File: src/rtl/ps_pkg.sv
package ps_pkg;
  localparam int CMD_W = 3;

  typedef enum logic [CMD_W-1:0] {
    CMD_WAIT = 3'd0,
    CMD_RAMP = 3'd1,
    CMD_TRIG = 3'd2,
    CMD_END  = 3'd3,
    CMD_SET  = 3'd4
  } cmd_e;

  localparam logic [1:0] CP_OFF  = 2'b00;
  localparam logic [1:0] CP_AUTO = 2'b01;
endpackage

File: src/rtl/ps_chan_qual.sv
module ps_chan_qual
  import ps_pkg::*;
#(
  parameter int PW     = 8,
  parameter int TW     = 16,
  parameter int THRESH = 1638
) (
  input  logic [CMD_W-1:0] cmd_i,
  input  logic [PW-1:0]    pwm_i,
  input  logic [TW-1:0]    ticks_i,
  input  logic             en_i,
  input  logic             tgt_zero_i,
  input  logic             end_rst_i,
  output logic             ok_o
);
  localparam logic [TW-1:0] THR = TW'(THRESH);

  logic pwm_zero;
  logic cmd_ok;

  assign pwm_zero = (pwm_i == '0);

  always_comb begin
    case (cmd_e'(cmd_i))
      CMD_WAIT: cmd_ok = pwm_zero && (ticks_i > THR);
      CMD_RAMP: cmd_ok = tgt_zero_i && (ticks_i >= THR);
      CMD_TRIG: cmd_ok = pwm_zero;
      CMD_END:  cmd_ok = pwm_zero || end_rst_i;
      CMD_SET:  cmd_ok = tgt_zero_i && (ticks_i >= THR);
      default:  cmd_ok = 1'b0;
    endcase
  end

  // disabled channel never blocks entry
  assign ok_o = !en_i || cmd_ok;
endmodule

File: src/rtl/ps_gate.sv
module ps_gate
  import ps_pkg::*;
#(
  parameter int NCH = 3
) (
  input  logic [NCH-1:0] ch_ok_i,
  input  logic [NCH-1:0] ch_load_i,
  input  logic           ps_en_i,
  input  logic [1:0]     cp_mode_i,
  output logic           allow_o
);
  logic cp_ok;

  assign cp_ok   = (cp_mode_i == CP_OFF) || (cp_mode_i == CP_AUTO);
  assign allow_o = ps_en_i && cp_ok && !(|ch_load_i) && (&ch_ok_i);
endmodule

File: src/rtl/ps_state.sv
module ps_state (
  input  logic clk_i,
  input  logic rst_ni,
  input  logic tick_i,
  input  logic allow_i,
  output logic ps_req_o,
  output logic wake_o
);
  logic ps_q, wake_q;

  always_ff @(posedge clk_i or negedge rst_ni) begin
    if (!rst_ni) begin
      ps_q   <= 1'b0;
      wake_q <= 1'b0;
    end else if (tick_i) begin
      ps_q   <= allow_i;
      wake_q <= ps_q && !allow_i;
    end else begin
      wake_q <= 1'b0;
    end
  end

  assign ps_req_o = ps_q;
  assign wake_o   = wake_q;
endmodule

File: src/rtl/ps_lookahead_ctrl.sv
module ps_lookahead_ctrl
  import ps_pkg::*;
#(
  parameter int NCH    = 3,
  parameter int PW     = 8,
  parameter int TW     = 16,
  parameter int THRESH = 1638
) (
  input  logic                 clk_i,
  input  logic                 rst_ni,
  input  logic                 tick_i,
  input  logic                 ps_en_i,
  input  logic [1:0]           cp_mode_i,
  input  logic [NCH-1:0]       ch_en_i,
  input  logic [NCH-1:0]       ch_load_i,
  input  logic [NCH*CMD_W-1:0] ch_cmd_i,
  input  logic [NCH*PW-1:0]    ch_pwm_i,
  input  logic [NCH*TW-1:0]    ch_ticks_i,
  input  logic [NCH-1:0]       ch_tgt_zero_i,
  input  logic [NCH-1:0]       ch_end_rst_i,
  output logic                 ps_req_o,
  output logic                 wake_o
);
  logic [NCH-1:0] ch_ok;
  logic           allow;

  for (genvar c = 0; c < NCH; c++) begin : g_ch
    ps_chan_qual #(.PW(PW), .TW(TW), .THRESH(THRESH)) u_qual (
      .cmd_i      (ch_cmd_i[c*CMD_W +: CMD_W]),
      .pwm_i      (ch_pwm_i[c*PW +: PW]),
      .ticks_i    (ch_ticks_i[c*TW +: TW]),
      .en_i       (ch_en_i[c]),
      .tgt_zero_i (ch_tgt_zero_i[c]),
      .end_rst_i  (ch_end_rst_i[c]),
      .ok_o       (ch_ok[c])
    );
  end

  ps_gate #(.NCH(NCH)) u_gate (
    .ch_ok_i   (ch_ok),
    .ch_load_i (ch_load_i),
    .ps_en_i   (ps_en_i),
    .cp_mode_i (cp_mode_i),
    .allow_o   (allow)
  );

  ps_state u_state (
    .clk_i    (clk_i),
    .rst_ni   (rst_ni),
    .tick_i   (tick_i),
    .allow_i  (allow),
    .ps_req_o (ps_req_o),
    .wake_o   (wake_o)
  );
endmodule

File: config.mk
export PLATFORM = sky130hd
export DESIGN_NAME = ps_lookahead_ctrl
export DESIGN_NICKNAME = d
export VERILOG_FILES = /design/src/rtl/ps_pkg.sv /design/src/rtl/ps_chan_qual.sv /design/src/rtl/ps_gate.sv /design/src/rtl/ps_state.sv /design/src/rtl/ps_lookahead_ctrl.sv
export SDC_FILE = /design/constraint.sdc
export NUM_CORES = 1
export LEC_CHECK = 0
export BUFFER_PORTS_ARGS = -buffer_cell sky130_fd_sc_hd__buf_2
export CORE_UTILIZATION = 26
export DETAILED_ROUTE_END_ITERATION = 16
export PLACE_DENSITY = 0.85
export RECOVER_POWER = 50
export SLEW_MARGIN = 20
export SYNTH_ARGS = -nofsm -noshare
export SYNTH_HDL_FRONTEND = slang
export SYNTH_SLANG_ARGS = --single-unit
File: constraint.sdc
create_clock -name clk_i -period 1.36 [get_ports clk_i]
set_input_delay 0.136 -clock clk_i [delete_from_list [all_inputs] [get_ports clk_i]]
set_output_delay 0.136 -clock clk_i [all_outputs]
set_load 0.02 [all_outputs]
# Yosys cells after proc, flatten, opt, wreduce, memory -nomap -nowiden
# Index checks and enable logic that the tools add are counted.
[classes]
n_addsub = 0
mul = 0
div = 0
order_cmp = 6
n_eq_ne = 13
shifts = 0
mux = 4
bitwise_logic = 0
reduce_logical = 34
[ops]
columns = ["cell", "n"]
rows = [
  ["$ge 16x11->1 const B", 3],
  ["$gt 16x11->1 const B", 3],
  ["$logic_not 8->1", 3],
  ["$eq 3x2->1 const B", 6],
  ["$pmux 1 s4", 3],
  ["$logic_and 1x1->1", 10],
  ["$eq 3x1->1 const B", 3],
  ["$eq 3x3->1 const B", 3],
  ["$logic_not 3->1", 3],
  ["$logic_or 1x1->1", 7],
  ["$reduce_or 2->1", 3],
  ["$logic_not 1->1", 5],
  ["$reduce_and 3->1", 1],
  ["$reduce_or 3->1", 1],
  ["$eq 2x1->1 const B", 1],
  ["$logic_not 2->1", 1],
  ["$mux 1", 1],
]
[word_totals]
ff_bits = 2
latch_bits = 0
ramBits = 0
rom_bits = 0
output_inout_bits = 2
mem_count = 0

# Longest topological paths before layout
# Gate-level depths: netlist (run 1).
[logic_depth]
depth_word = 9
mapped_depth = 6
ltp_nobuf = 6

# Cells and area by module
# Synthesis (run 1) repeated with hierarchy kept, for this count alone.
[hier_totals]
hier_cells = 76
area_unflattened_um2 = 508.0
[modules_own_cells]
columns = ["module", "instances", "cells_each", "area_per_inst_um2", "seq_area_each_um2"]
rows = [
  ["ps_chan_qual", 3, 23, 135.1, 0.0],
  ["ps_state", 1, 4, 75.1, 50.0],
  ["ps_gate", 1, 3, 27.5, 0.0],
]

# Worst setup path before layout (run 1)
# No wires, ideal clock.
[synth_path]
path_type = "input to register"
startpoint = "input ch_ticks_i[24]"
endpoint = "register u_state.ps_q (netlist: u_state.ps_req_o)"
setup_ns = 0.125
arrival_ns = 1.436
required_time_ns = 1.235
slack_ns = -0.201
path_stages = 6
n_path_buf = 0
path_cell_list = "or4_1 > nor4_1 > nand3_1 > a31oi_1 > nor4_1 > mux2_2"
[synth_between]
elab_chain_cells = 6
[synth_lines]
columns = ["element", "line", "text"]
rows = [
  ["from (decl)", "ps_lookahead_ctrl.sv:18", "input logic [NCH*TW-1:0] ch_ticks_i,"],
  ["$ge 16x11->1 / $gt 16x11->1 (equally long branches)", "ps_chan_qual.sv:26, ps_chan_qual.sv:29, ps_chan_qual.sv:25", ""],
  ["$logic_and 1x1->1, on equally long branches", "ps_chan_qual.sv:26, ps_chan_qual.sv:29, ps_chan_qual.sv:25", ""],
  ["$pmux 1 s4 (*)", "ps_chan_qual.sv:24", "case (cmd_e'(cmd_i))"],
  ["$logic_or 1x1->1 (*)", "ps_chan_qual.sv:35", "assign ok_o = !en_i || cmd_ok;"],
  ["$reduce_and 3->1 (*)", "ps_gate.sv:15", "assign allow_o = ps_en_i && cp_ok && !(|ch_load_i) && (&ch_ok_i);"],
  ["$logic_and 1x1->1 (*)", "ps_gate.sv:15", ""],
  ["to (signal assigned)", "ps_state.sv:16", "ps_q <= allow_i;"],
  ["to (decl)", "ps_state.sv:9", "logic ps_q, wake_q;"],
]
# Mark *: on every way between the ends. The rest lies on a longest branch, timed or not.
# A chain may end at the register's enable or synchronous reset.

# Worst setup path in the final report (run 1)
# Same ends and word-level chain as after synthesis.

==> results.md, run 1 <==
- Status: finished, violations left
- Failing checks: setup timing
- Most Crowded Layer GR: met2
- Compound-Gate Fraction of Synth Area: 30.0%
- Largest cells by area after synthesis: nor4_1, dfrtp_1, nand2_1
- Xor-xnor portion of the synthesized cell area: under 10%
- Rel. slew slack: between 70 and 80%
- Hold Path End: u_state.wake_o$_DFF_PN0_
- Wire per inst: 12.5 um
- Worst R2R Path Depth: 1
- Endpoints failing hold: 0
- Overflow after GRT: 0
- Commonest non-fill, non-tap cell in the layout: buf_2
- Final worst-path cycle share: 114%
- Peak supply drop: about 0.17 mV
- Ys async rst share: 100%
- Nature of the critical path endpoint: flop
- Gpl congestion: roughly 0.72
- Kind of critical path: primary input to flop
- Max-capacitance violation count: 0
- Ys Warns: 0
- Routed WL: between 2000 and 3000 um
- Max Clock Freq: 0.645 GHz
- Initial Utilization: around 28%
- Row count: 15
- Sequential area share after synthesis: between 10 and 15%
- Worst Clk Skew: around 0.0038 ns
- Antenna Violating Nets Remaining: 0
- Yosys top cell by area: nor4_1
- Clk slew on worst S/H paths: around 0.03 ns
- Worst-Margin Slew: 0.338 ns
- Hold Path Depth: 3
- Final min period: between 1.5 and 2 ns
- CP Data Arrival Time: around 1.7 ns
- Yosys cell types: 18
- Met3 Use GR: under 10%
- Synth Register Bits: 2
- Dpl ws: -0.435 ns
- Port bufs: roughly 100
- Clock share of power: between 20% and 30%
- NetSw: 0.142 mW
- DRC Markers: 0
- Slew Viols, Final: 0
- Root Buffer: clkbuf_4
- Int Pwr: between 0.3 and 0.4 mW
- Top-area cell type share of the netlist area: between 10 and 15%
- LEAKAGE: 0.576 nW
- Power density cells: 374 nW/um^2
- Number of diodes: 0
- Min-Delay Startpoint: tick_i
- Worst Hold Margin: about 0.16 ns
- GRT Util Overall: between 20 and 25%
- Adder-Cell Fraction of Synth Area: 0%
- Sinks on the clock net: 2
- Routed vias/inst: 5.17
- Number of global-route vias before repair: 890
- Htree depth: 1
- Drt initial violations: 17
- RR Endpoint: u_state.ps_req_o$_DFFE_PN0P_
- Syn_area_per_cell: about 7 um^2
- R2r setup slk: approximately 0.59 ns
- Clock Path Buffers: 2
- Primary FF master, synth: dfrtp_1
- TritonCTS clock tree: done
- TritonCTS Buffers: 3
- Layout cell share with drive strength beyond 1: between 60% and 70%
- CORE AREA: 1750 um^2
- Final WS setup: -0.190 ns
- First-pass GRT wire length: 3430 um
- Mux share of post-synthesis cell area: between 2 and 2.5%
- Post-Syn Area: between 400 and 500 um^2
- DRT Pass-1 Iters: 4
- GR Util met1: about a quarter
- Die ar.: between 2000 and 2500 um^2
- Clk_lat worst skew: roughly 0.23 ns
- Seq pwr share: 13.6%
- Area grow syn2layout: 144%
- Post-Synth Simple-Gate Area: a little over half
- Synth Net Count: 170
- Comb power frac: between 50% and 60%
- Total I/O pin count: a little over 100
- Setup TNS: -0.271 ns
- Fin nets: between 200 and 300
- EDFF count, synth: 0
- Initial antenna violation count: 0
- Chip Width: about 45 um
- Hold crit path type: primary input to flop
- Main combinational cell family by area after synthesis: simple AND/OR/NAND/NOR gates
- Syn Inst Count: 71
- CP Launch Type: primary input
- Worst reg2reg startpoint: u_state.ps_req_o$_DFFE_PN0P_
- Vias: around 1000
- RSZ-0062 raised after global routing: true
- Critical path required time: 1.46 ns
- Critical Path Fanout Max: 2
- Switching share of power: approximately a third
- M2 GR Usage: between 40 and 50%
- Pin count of the biggest net entering global routing: 4
- Setup-failing EPs final: 2
- Most frequent cells in the layout: buf_2, nand2_1, nor2_1, o21ai_0, nor4_2
- Die H: around 45 um
[layer usage]
layer,vias to the layer above,share of wire (%)
met5,-,0
met4,0,2.5
met3,6,7.9
met2,72,56
met1,451,34
li1,510,-
[flip-flops by register name, indices dropped and copies added (netlist names)]
name	count
u_state.ps_req_o	1
u_state.wake_o	1
[power groups by stage]
stage,Clock (mW),Combinational (mW),Sequential [mW]
6_report,0.133,0.251,0.0605
5_1_grt,0.145,0.275,0.0605
4_1_cts,0.141,0.215,0.0605
3_5_place_dp,0,0.210,0.0611
3_3_place_gp,0,0.200,0.0611
2_1_floorplan,0,0.0500,0.0615
[worst max-delay path by stage]
stage                              start                            to  slack (ns)  depth (start not counted)
after floorplan           ch_ticks_i[24]  u_state.ps_req_o$_DFFE_PN0P_       -0.20                          6
after global placement    ch_ticks_i[24]  u_state.ps_req_o$_DFFE_PN0P_       -0.40                          7
after detailed placement  ch_ticks_i[24]  u_state.ps_req_o$_DFFE_PN0P_       -0.43                          7
after CTS                 ch_ticks_i[19]  u_state.ps_req_o$_DFFE_PN0P_       -0.19                          7
after global routing      ch_ticks_i[24]  u_state.ps_req_o$_DFFE_PN0P_       -0.24                          7
final                     ch_ticks_i[24]  u_state.ps_req_o$_DFFE_PN0P_       -0.19                          7
[worst max-delay path, stage by stage]
cell and delay [ns]:
buf_6 0.10, or4_4 0.54, nor4_4 0.21, nand3_1 0.11, a31oi_2 0.23, nor4_2 0.08
mux2_4 0.25
[timing repair]
action,in CTS,in global routing
pin swaps,5,5
setup endpoints to repair,1,2
gates resized for setup,2,18
setup buffers,1,1
endpoints found under the hold margin,2,0
hold buffers,1,0
[layout make-up]
type / count / area [um^2]
clock buffer: 3 / 22.5
fill: 155 / 556
multi-input combinational: 69 / 554
sequential: 2 / 50.0
tap: 25 / 31.3
timing repair buffer: 102 / 532
[per-stage QoR]
step                util, %  instance area [um^2]  instances  power (mW)
detailed placement     58.1                  1010        195       0.271
CTS                    61.0                  1060        200       0.417
floorplan                 -                   488         71       0.111
global route           68.2                  1190        201       0.481
finish                 68.2                  1190        201       0.445
global placement       58.1                  1010        195       0.261
[Yosys cell counts (4+ instances only)]
| cell | n |
|---|---|
| nor2_1 | 6 |
| o21ai_0 | 6 |
| nand2b_1 | 4 |
| or4_1 | 5 |
| nor4_1 | 10 |
| nand2_1 | 10 |
[kinds of logic (layout without fill, tap and decap cells)]
family / Yosys count / after routing
simple gates: 44 / 44
compound gates: 21 / 21
xor+xnor: 3 / 3
flops: 2 / 2
mux: 1 / 1
buf+inv: 0 / 105
Power figures use the tool's default switching activity.
==> inputs of run 2 (changes only) <==
--- a/config.mk
+++ b/config.mk
@@ -5,8 +5,9 @@
 export SDC_FILE = /design/constraint.sdc
 export NUM_CORES = 1
 export LEC_CHECK = 0
+export ABC_AREA = 1
 export BUFFER_PORTS_ARGS = -buffer_cell sky130_fd_sc_hd__buf_2
-export CORE_UTILIZATION = 26
+export CORE_UTILIZATION = 32
 export DETAILED_ROUTE_END_ITERATION = 16
 export PLACE_DENSITY = 0.85
 export RECOVER_POWER = 50
==> results.md, run 2 <==
- Status: completed (was finished, violations left)
- Layout cell share with drive strength beyond 1: 43.5% (was 66.5%)
- Root Buffer: clkbuf_4 (unchanged)
- Pin count of the biggest net entering global routing: 5 (was 4)
- Switching share of power: 31.9% (about the same)
- Die ar.: 2380 um^2 (was 2050 um^2)
- Yosys cell types: 14 (was 18)
- Fill cell count: 217 (was 155)
- TritonCTS Buffers: 3 (unchanged)
- Final core utilization: 63.0% (was 68.2%)
- Clock share of power: 30.5% (was 29.8%)
- Clk_lat worst skew: 0.23 ns (about the same)
- Port bufs: 99 (unchanged)
- Yosys top cell by area: nand2_1 (was nor4_1)
- Fin nets: 354 (was 277)
- Post CTS Setup Buffer Count: 0 (was 1)
- Rel. slew slack: 73.6% (was 77.3%)
- Most numerous cell in the Yosys netlist: nand2_1
- Routed vias/inst: 4.39 (was 5.17)
- Endpoints failing hold: 0 (unchanged)
- Ys Warns: 0 (unchanged)
- Hold Buf Count CTS: 1 (unchanged)
- Sequential area share after synthesis: 7.13% (was 10.3%)
- Gpl congestion: 0.823 (was 0.718)
- Worst Hold Margin: 0.145 ns (was 0.163 ns)
- Chip Width: 48.8 um (was 45.3 um)
- Wire per inst: 7.84 um (was 12.5 um)
- Top cells by count, synth: nand2_1, nor2_1, inv_1, nand3_1 (was nand2_1, nor4_1, nor2_1, o21ai_0, or4_1)
- Final worst-path cycle share: 75.4% (was 114%)
- Post-Syn Area: 702 um^2 (was 488 um^2)
- Worst-Margin Slew: 0.392 ns (was 0.338 ns)
- Routed WL: 2200 um (was 2520 um)
- Slew Viols, Final: 0 (unchanged)
- Clock Path Buffers: 2 (unchanged)
- Final min period: 1.02 ns (was 1.55 ns)
- Antenna Violating Nets Remaining: 0 (unchanged)
- Int Pwr: 0.299 mW (was 0.303 mW)
- Primary FF master, synth: dfrtp_1 (unchanged)
- Comb power frac: 55.8% (was 56.5%)
- NetSw: 0.140 mW (was 0.142 mW)
- Post-DP HPWL: around 2000 um
- Vias: 1229 (was 1039)
- RSZ-0062 raised after global routing: false (was true)
- Dpl ws: 0.110 ns (was -0.435 ns)
- Total I/O pin count: 101 (unchanged)
- Setup TNS: 0 ns (was -0.271 ns)
- CORE AREA: 2000 um^2 (was 1750 um^2)
- Initial Utilization: 35.1% (was 28.0%)
- CP Launch Type: primary input (unchanged)
- Max-capacitance violation count: 0 (unchanged)
- Synth Register Bits: 2 (unchanged)
- Ys async rst share: 100% (unchanged)
- Max Clock Freq: 0.976 GHz (was 0.645 GHz)
- Area grow syn2layout: 79.7% (was 144%)
- Htree depth: 1 (unchanged)
- Syn_area_per_cell: 4.68 um^2 (was 6.87 um^2)
- Drt initial violations: 11 (was 17)
- Worst Clk Skew: 0.00552 ns (was 0.00380 ns)
- Critical path required time: 1.52 ns (was 1.46 ns)
- Final Power: 0.439 mW (was 0.445 mW)
- GRT Util Overall: 19.5% (was 22.2%)
- TritonCTS clock tree: done (unchanged)
- Row count: 16 (was 15)
- Hold crit path type: primary input to flop (unchanged)
- Setup-failing EPs final: 0 (was 2)
- Critical Path Fanout Max: 2 (unchanged)
- Kind of critical path: primary input to flop (unchanged)
- Nature of the critical path endpoint: flop (unchanged)
- CP Data Arrival Time: 1.18 ns (was 1.65 ns)
- Number of diodes: 0 (unchanged)
- Seq pwr share: 13.8% (was 13.6%)
- Power density cells: 348 nW/um^2 (was 374 nW/um^2)
- Clk slew on worst S/H paths: 0.03 ns (about the same)
- Syn Inst Count: 150 (was 71)
- Synth Net Count: 249 (was 170)
- Commonest non-fill, non-tap cell in the layout: buf_2 (unchanged)
- Number of global-route vias before repair: 1051 (was 890)
- Final WS setup: 0.335 ns (was -0.190 ns)
- Post_cts resized: 0 (was 2)
- Peak supply drop: 0.284 mV (was 0.170 mV)
- First-pass GRT wire length: 3780 um (was 3430 um)
- Sinks on the clock net: 2 (unchanged)
- Initial antenna violation count: 0 (unchanged)
- Die H: 48.8 um (was 45.3 um)
- Overflow after GRT: 0 (unchanged)
- LEAKAGE: 0.745 nW (was 0.576 nW)
- EDFF count, synth: 0 (unchanged)
- DRT Pass-1 Iters: 4 (unchanged)
- Most frequent cells in the layout: buf_2, nand2_1, nor2_1, inv_1, nand3_1 (was buf_2, nand2_1, nor2_1, o21ai_0, nor4_2)
- Largest cells by area after synthesis: nand2_1, nor2_1, inv_1 (was nor4_1, dfrtp_1, nand2_1)
- Top-area cell type share of the netlist area: 25.7% (was 12.8%)
- DRC Markers: 0 (unchanged)
## run 2: cell types whose count changed after synthesis, sizes merged, moves of 10 or more
cell	delta
nor2	+42
nand2	+40
inv	+16
nand3	+10
## run 2: power groups by stage
stage	sequential, mW	clock (mW)	combinational [mW]
CTS	0.0605	0.137	0.247
global placement	0.0611	0	0.239
global route	0.0604	0.150	0.282
detailed placement	0.0611	0	0.244
finish	0.0605	0.134	0.245
floorplan	0.0615	0	0.0828
## run 2: layout make-up
type | count | area [um^2] | area share (%)
Multi-Input combinational cell | 132 | 592 | 46.9
Timing Repair Buffer | 100 | 503 | 39.9
Inverter | 16 | 60.1 | 4.76
Sequential cell | 2 | 50.0 | 3.97
Tap cell | 27 | 33.8 | 2.68
Clock buffer | 3 | 22.5 | 1.79
## run 2: worst max-delay path, stage by stage
cell,delay [ns]
buf_2,0.10
nor2_1,0.10
nand3_1,0.09
nor2_1,0.13
nand2_1,0.07
nand2_1,0.07
nand2_1,0.05
nand2_1,0.05
nand2_1,0.05
nand3_1,0.07
nand2_1,0.06
nor2_2,0.09
nand2_1,0.05
nand2_1,0.06
## run 2: stage by stage
stage	area (um^2)	std cells
6_report	1260	280
5_1_grt	1260	280
4_1_cts	1260	280
3_5_place_dp	1230	276
3_3_place_gp	1230	276
2_1_floorplan	702	150
## run 2: cell families after synthesis
kind of cell,synth area share [%]
compound gates,2.14
buf+inv,8.56
flops,7.13
simple gates,82.2
## run 2: routing by layer
layer	global-route usage, %	share of wire (%)	vias up	wire (um)
li1	-	-	681	-
met1	22.6	40	491	883
met2	35.9	50	57	1110
met3	3.43	9.2	0	203
met4	5.88	0	0	0
met5	0	0	-	0
## run 2: path summary, 6_finish.rpt
kind                                                    from                      endpoint  slack [ns]  cells past startpoint
worst max-delay path                          ch_ticks_i[11]  u_state.ps_req_o$_DFFE_PN0P_        0.34                     14
worst min-delay path                                  tick_i  u_state.ps_req_o$_DFFE_PN0P_        0.14                      3
worst max register to register  u_state.ps_req_o$_DFFE_PN0P_      u_state.wake_o$_DFF_PN0_        0.71                      2
worst min register to register  u_state.ps_req_o$_DFFE_PN0P_      u_state.wake_o$_DFF_PN0_        0.52                      2
max in group asynchronous                             rst_ni  u_state.ps_req_o$_DFFE_PN0P_        1.00                      2
min in group asynchronous                             rst_ni      u_state.wake_o$_DFF_PN0_        0.23                      2
==> inputs of run 3 (changes only) <==
--- a/config.mk
+++ b/config.mk
@@ -7,9 +7,9 @@
 export LEC_CHECK = 0
 export ABC_AREA = 1
 export BUFFER_PORTS_ARGS = -buffer_cell sky130_fd_sc_hd__buf_2
-export CORE_UTILIZATION = 32
+export CORE_UTILIZATION = 27
 export DETAILED_ROUTE_END_ITERATION = 16
-export PLACE_DENSITY = 0.85
+export PLACE_DENSITY = 0.77
 export RECOVER_POWER = 50
 export SLEW_MARGIN = 20
 export SYNTH_ARGS = -nofsm -noshare
==> constraint.sdc (replaced) <==
create_clock -name clk_i -period 0.89 [get_ports clk_i]
set_input_delay 0.089 -clock clk_i [delete_from_list [all_inputs] [get_ports clk_i]]
set_output_delay 0.089 -clock clk_i [all_outputs]
set_load 0.02 [all_outputs]
==> results.md, run 3 (synthesized netlist as in run 2, its figures left out) <==
- Status: finished, violations left (was completed)
- Failing checks: setup timing
- Vias: 1270 (was 1229)
- Area grow syn2layout: 105% (was 79.7%)
- Final core utilization: 58.1% (was 63.0%)
- Dpl ws: -0.319 ns (was 0.110 ns)
- Clk slew on worst S/H paths: 0.03 ns (about the same)
- Worst Hold Margin: 0.0861 ns (was 0.145 ns)
- Worst-Margin Slew: 0.327 ns (was 0.392 ns)
- Worst Clk Skew: 0.00172 ns (was 0.00552 ns)
- Setup TNS: -0.123 ns (was 0 ns)
- Critical Path, Cell by Cell: buf_2 > nor2_1 > nand3_1 > nor2_2 > nand2_1 > nand2_1 > nand2_1 > nand2_1 > nand2_1 > nand3_1 > nand2_2 > nor2_4 > nand2_1 > nand2_1 (was buf_2 > nor2_1 > nand3_1 > nor2_1 > nand2_1 > nand2_1 > nand2_1 > nand2_1 > nand2_1 > nand3_1 > nand2_1 > nor2_2 > nand2_1 > nand2_1)
- TritonCTS clock tree: done (unchanged)
- Cell mode on critical path: nand2_1 (unchanged)
- Routed vias/inst: 4.41 (was 4.39)
- Initial Utilization: 28.3% (was 35.1%)
- CP Data Arrival Time: 1.12 ns (was 1.18 ns)
- Die H: 53.0 um (was 48.8 um)
- Setup-failing EPs final: 2 (was 0)
- Total I/O pin count: 101 (unchanged)
- Commonest non-fill, non-tap cell in the layout: buf_2 (unchanged)
- Worst R2R Path Depth: 3 (was 2)
- Int Pwr: 0.504 mW (was 0.299 mW)
- Final WS setup: -0.0678 ns (was 0.335 ns)
- Drt initial violations: 4 (was 11)
- Peak supply drop: 0.313 mV (was 0.284 mV)
- Comb power frac: 60.3% (was 55.8%)
- Number of diodes: 0 (unchanged)
- Critical path required time: 1.05 ns (was 1.52 ns)
- Hold Path Depth: 3 (unchanged)
- Clock Path Buffers: 2 (unchanged)
- NetSw: 0.235 mW (was 0.140 mW)
- Post-DP HPWL: 1950 um (was 2000 um)
- RSZ-0062 raised after global routing: true (was false)
- Number of global-route vias before repair: 1030 (was 1051)
- Seq pwr share: 12.5% (was 13.8%)
- Placed Area: 1270 um^2 (was 1230 um^2)
- Fin nets: 359 (was 354)
- Kind of critical path: primary input to flop (unchanged)
- Routed WL: 2360 um (was 2200 um)
- Pin count of the biggest net entering global routing: 5 (unchanged)
- Sinks on the clock net: 2 (unchanged)
- Hold crit path type: primary input to flop (unchanged)
- Final Power: 0.739 mW (was 0.439 mW)
- CP Launch Type: primary input (unchanged)
- Htree depth: 1 (unchanged)
- Clk_lat worst skew: 0.22 ns (was 0.23 ns)
- Layout cell share with drive strength beyond 1: 50.4% (was 43.5%)
- Non-Filler Cell Area, Final: 1440 um^2 (was 1260 um^2)
- Overflow after GRT: 0 (unchanged)
- Nature of the critical path endpoint: flop (unchanged)
- Clock share of power: 27.2% (was 30.5%)
- Wire per inst: 8.19 um (was 7.84 um)
- Initial antenna violation count: 0 (unchanged)
- Most frequent cells in the layout: buf_2, nand2_1, nor2_1, inv_1, buf_6 (was buf_2, nand2_1, nor2_1, inv_1, nand3_1)
- TritonCTS Buffers: 3 (unchanged)
- Port bufs: 99 (unchanged)
- Buf/Inv on CP: 1 (unchanged)
- LEAKAGE: 0.805 nW (was 0.745 nW)
- Slowest cell on crit path: nor2_2 (was nor2_1)
- Endpoints failing hold: 0 (unchanged)
- Slew Viols, Final: 0 (unchanged)
- Placed Cells: 282 (was 276)
- Crit path max-delay family: simple AND/OR/NAND/NOR gates (unchanged)
- DRC Markers: 0 (unchanged)
- Max-capacitance violation count: 0 (unchanged)
- Final min period: approximately 0.96 ns
- Gpl congestion: 0.690 (was 0.823)
- CORE AREA: 2480 um^2 (was 2000 um^2)
- DRT Pass-1 Iters: 4 (unchanged)
- Rel. slew slack: 78.0% (was 73.6%)
- GRT Util Overall: 15.7% (was 19.5%)
- Final worst-path cycle share: 108%
- Root Buffer: clkbuf_4 (unchanged)
- Antenna Violating Nets Remaining: 0 (unchanged)
- Max Clock Freq: 1.04 GHz
- Critical Path Fanout Max: 2 (unchanged)
- Crit path largest cell delay: 0.12 ns (was 0.13 ns)
- Row count: 18 (was 16)
- Chip Width: 53.0 um (was 48.8 um)
- CP Depth: 14 (unchanged)
- Power density cells: 513 nW/um^2 (was 348 nW/um^2)
- First-pass GRT wire length: 3430 um (was 3780 um)
- Die ar.: 2810 um^2 (was 2380 um^2)
- Non-filler cells, final: 288 (was 280)
- Switching share of power: 31.8% (was 31.9%)
-- run 3: cell count changes in the layout (fill, tap and decap cells not counted), moves of 6 or more --
cell    previous run  this run
nor2_4             0         6
buf_4              0         6
buf_2             97        87
nor2_1            41        35
buf_6              0        10
-- run 3: final timing paths --
path / slack (ns) / from / endpoint
min in group asynchronous: 0.18 / rst_ni / u_state.wake_o$_DFF_PN0_
max in group asynchronous: 0.58 / rst_ni / u_state.ps_req_o$_DFFE_PN0P_
min reg2reg: 0.59 / u_state.ps_req_o$_DFFE_PN0P_ / u_state.ps_req_o$_DFFE_PN0P_
max: -0.07 / ch_ticks_i[24] / u_state.ps_req_o$_DFFE_PN0P_
min: 0.09 / tick_i / u_state.ps_req_o$_DFFE_PN0P_
max reg2reg: 0.17 / u_state.ps_req_o$_DFFE_PN0P_ / u_state.wake_o$_DFF_PN0_
-- run 3: cell type report --
cell class | count | area (um^2)
Clock buffer | 3 | 22.5
Fill cell | 277 | 1040
Inverter | 16 | 60.1
Multi-Input combinational cell | 132 | 662
Sequential cell | 2 | 50.0
Tap cell | 30 | 37.5
Timing Repair Buffer | 105 | 607
-- run 3: routing by layer --
metal / vias to the layer above / routed length (um) / GRT usage [%]
li1: 689 / - / -
met1: 514 / 859 / 14.6
met2: 67 / 1240 / 35.2
met3: 0 / 255 / 1.44
met4: 0 / 0 / 2.63
met5: - / 0 / 0
-- run 3: power groups by stage --
stage / registers (mW) / logic [mW] / clock network [mW]
2_1_floorplan: 0.0940 / 0.128 / 0
3_3_place_gp: 0.0933 / 0.382 / 0
3_5_place_dp: 0.0934 / 0.389 / 0
4_1_cts: 0.0924 / 0.422 / 0.211
5_1_grt: 0.0924 / 0.502 / 0.220
6_report: 0.0924 / 0.445 / 0.201
-- run 3: worst min-delay path, stage by stage --
cell and delay, ns:
buf_2 0.09, nand2_1 0.05, nand2_1 0.04
-- run 3: repair_timing --
item / in CTS / in global routing
setup buffers: 0 / 2
endpoints found under the hold margin: 2 / 0
gates resized for setup: 12 / 16
hold buffers: 1 / 0
endpoints found under the setup margin: 2 / 3
pin swaps: 5 / 7
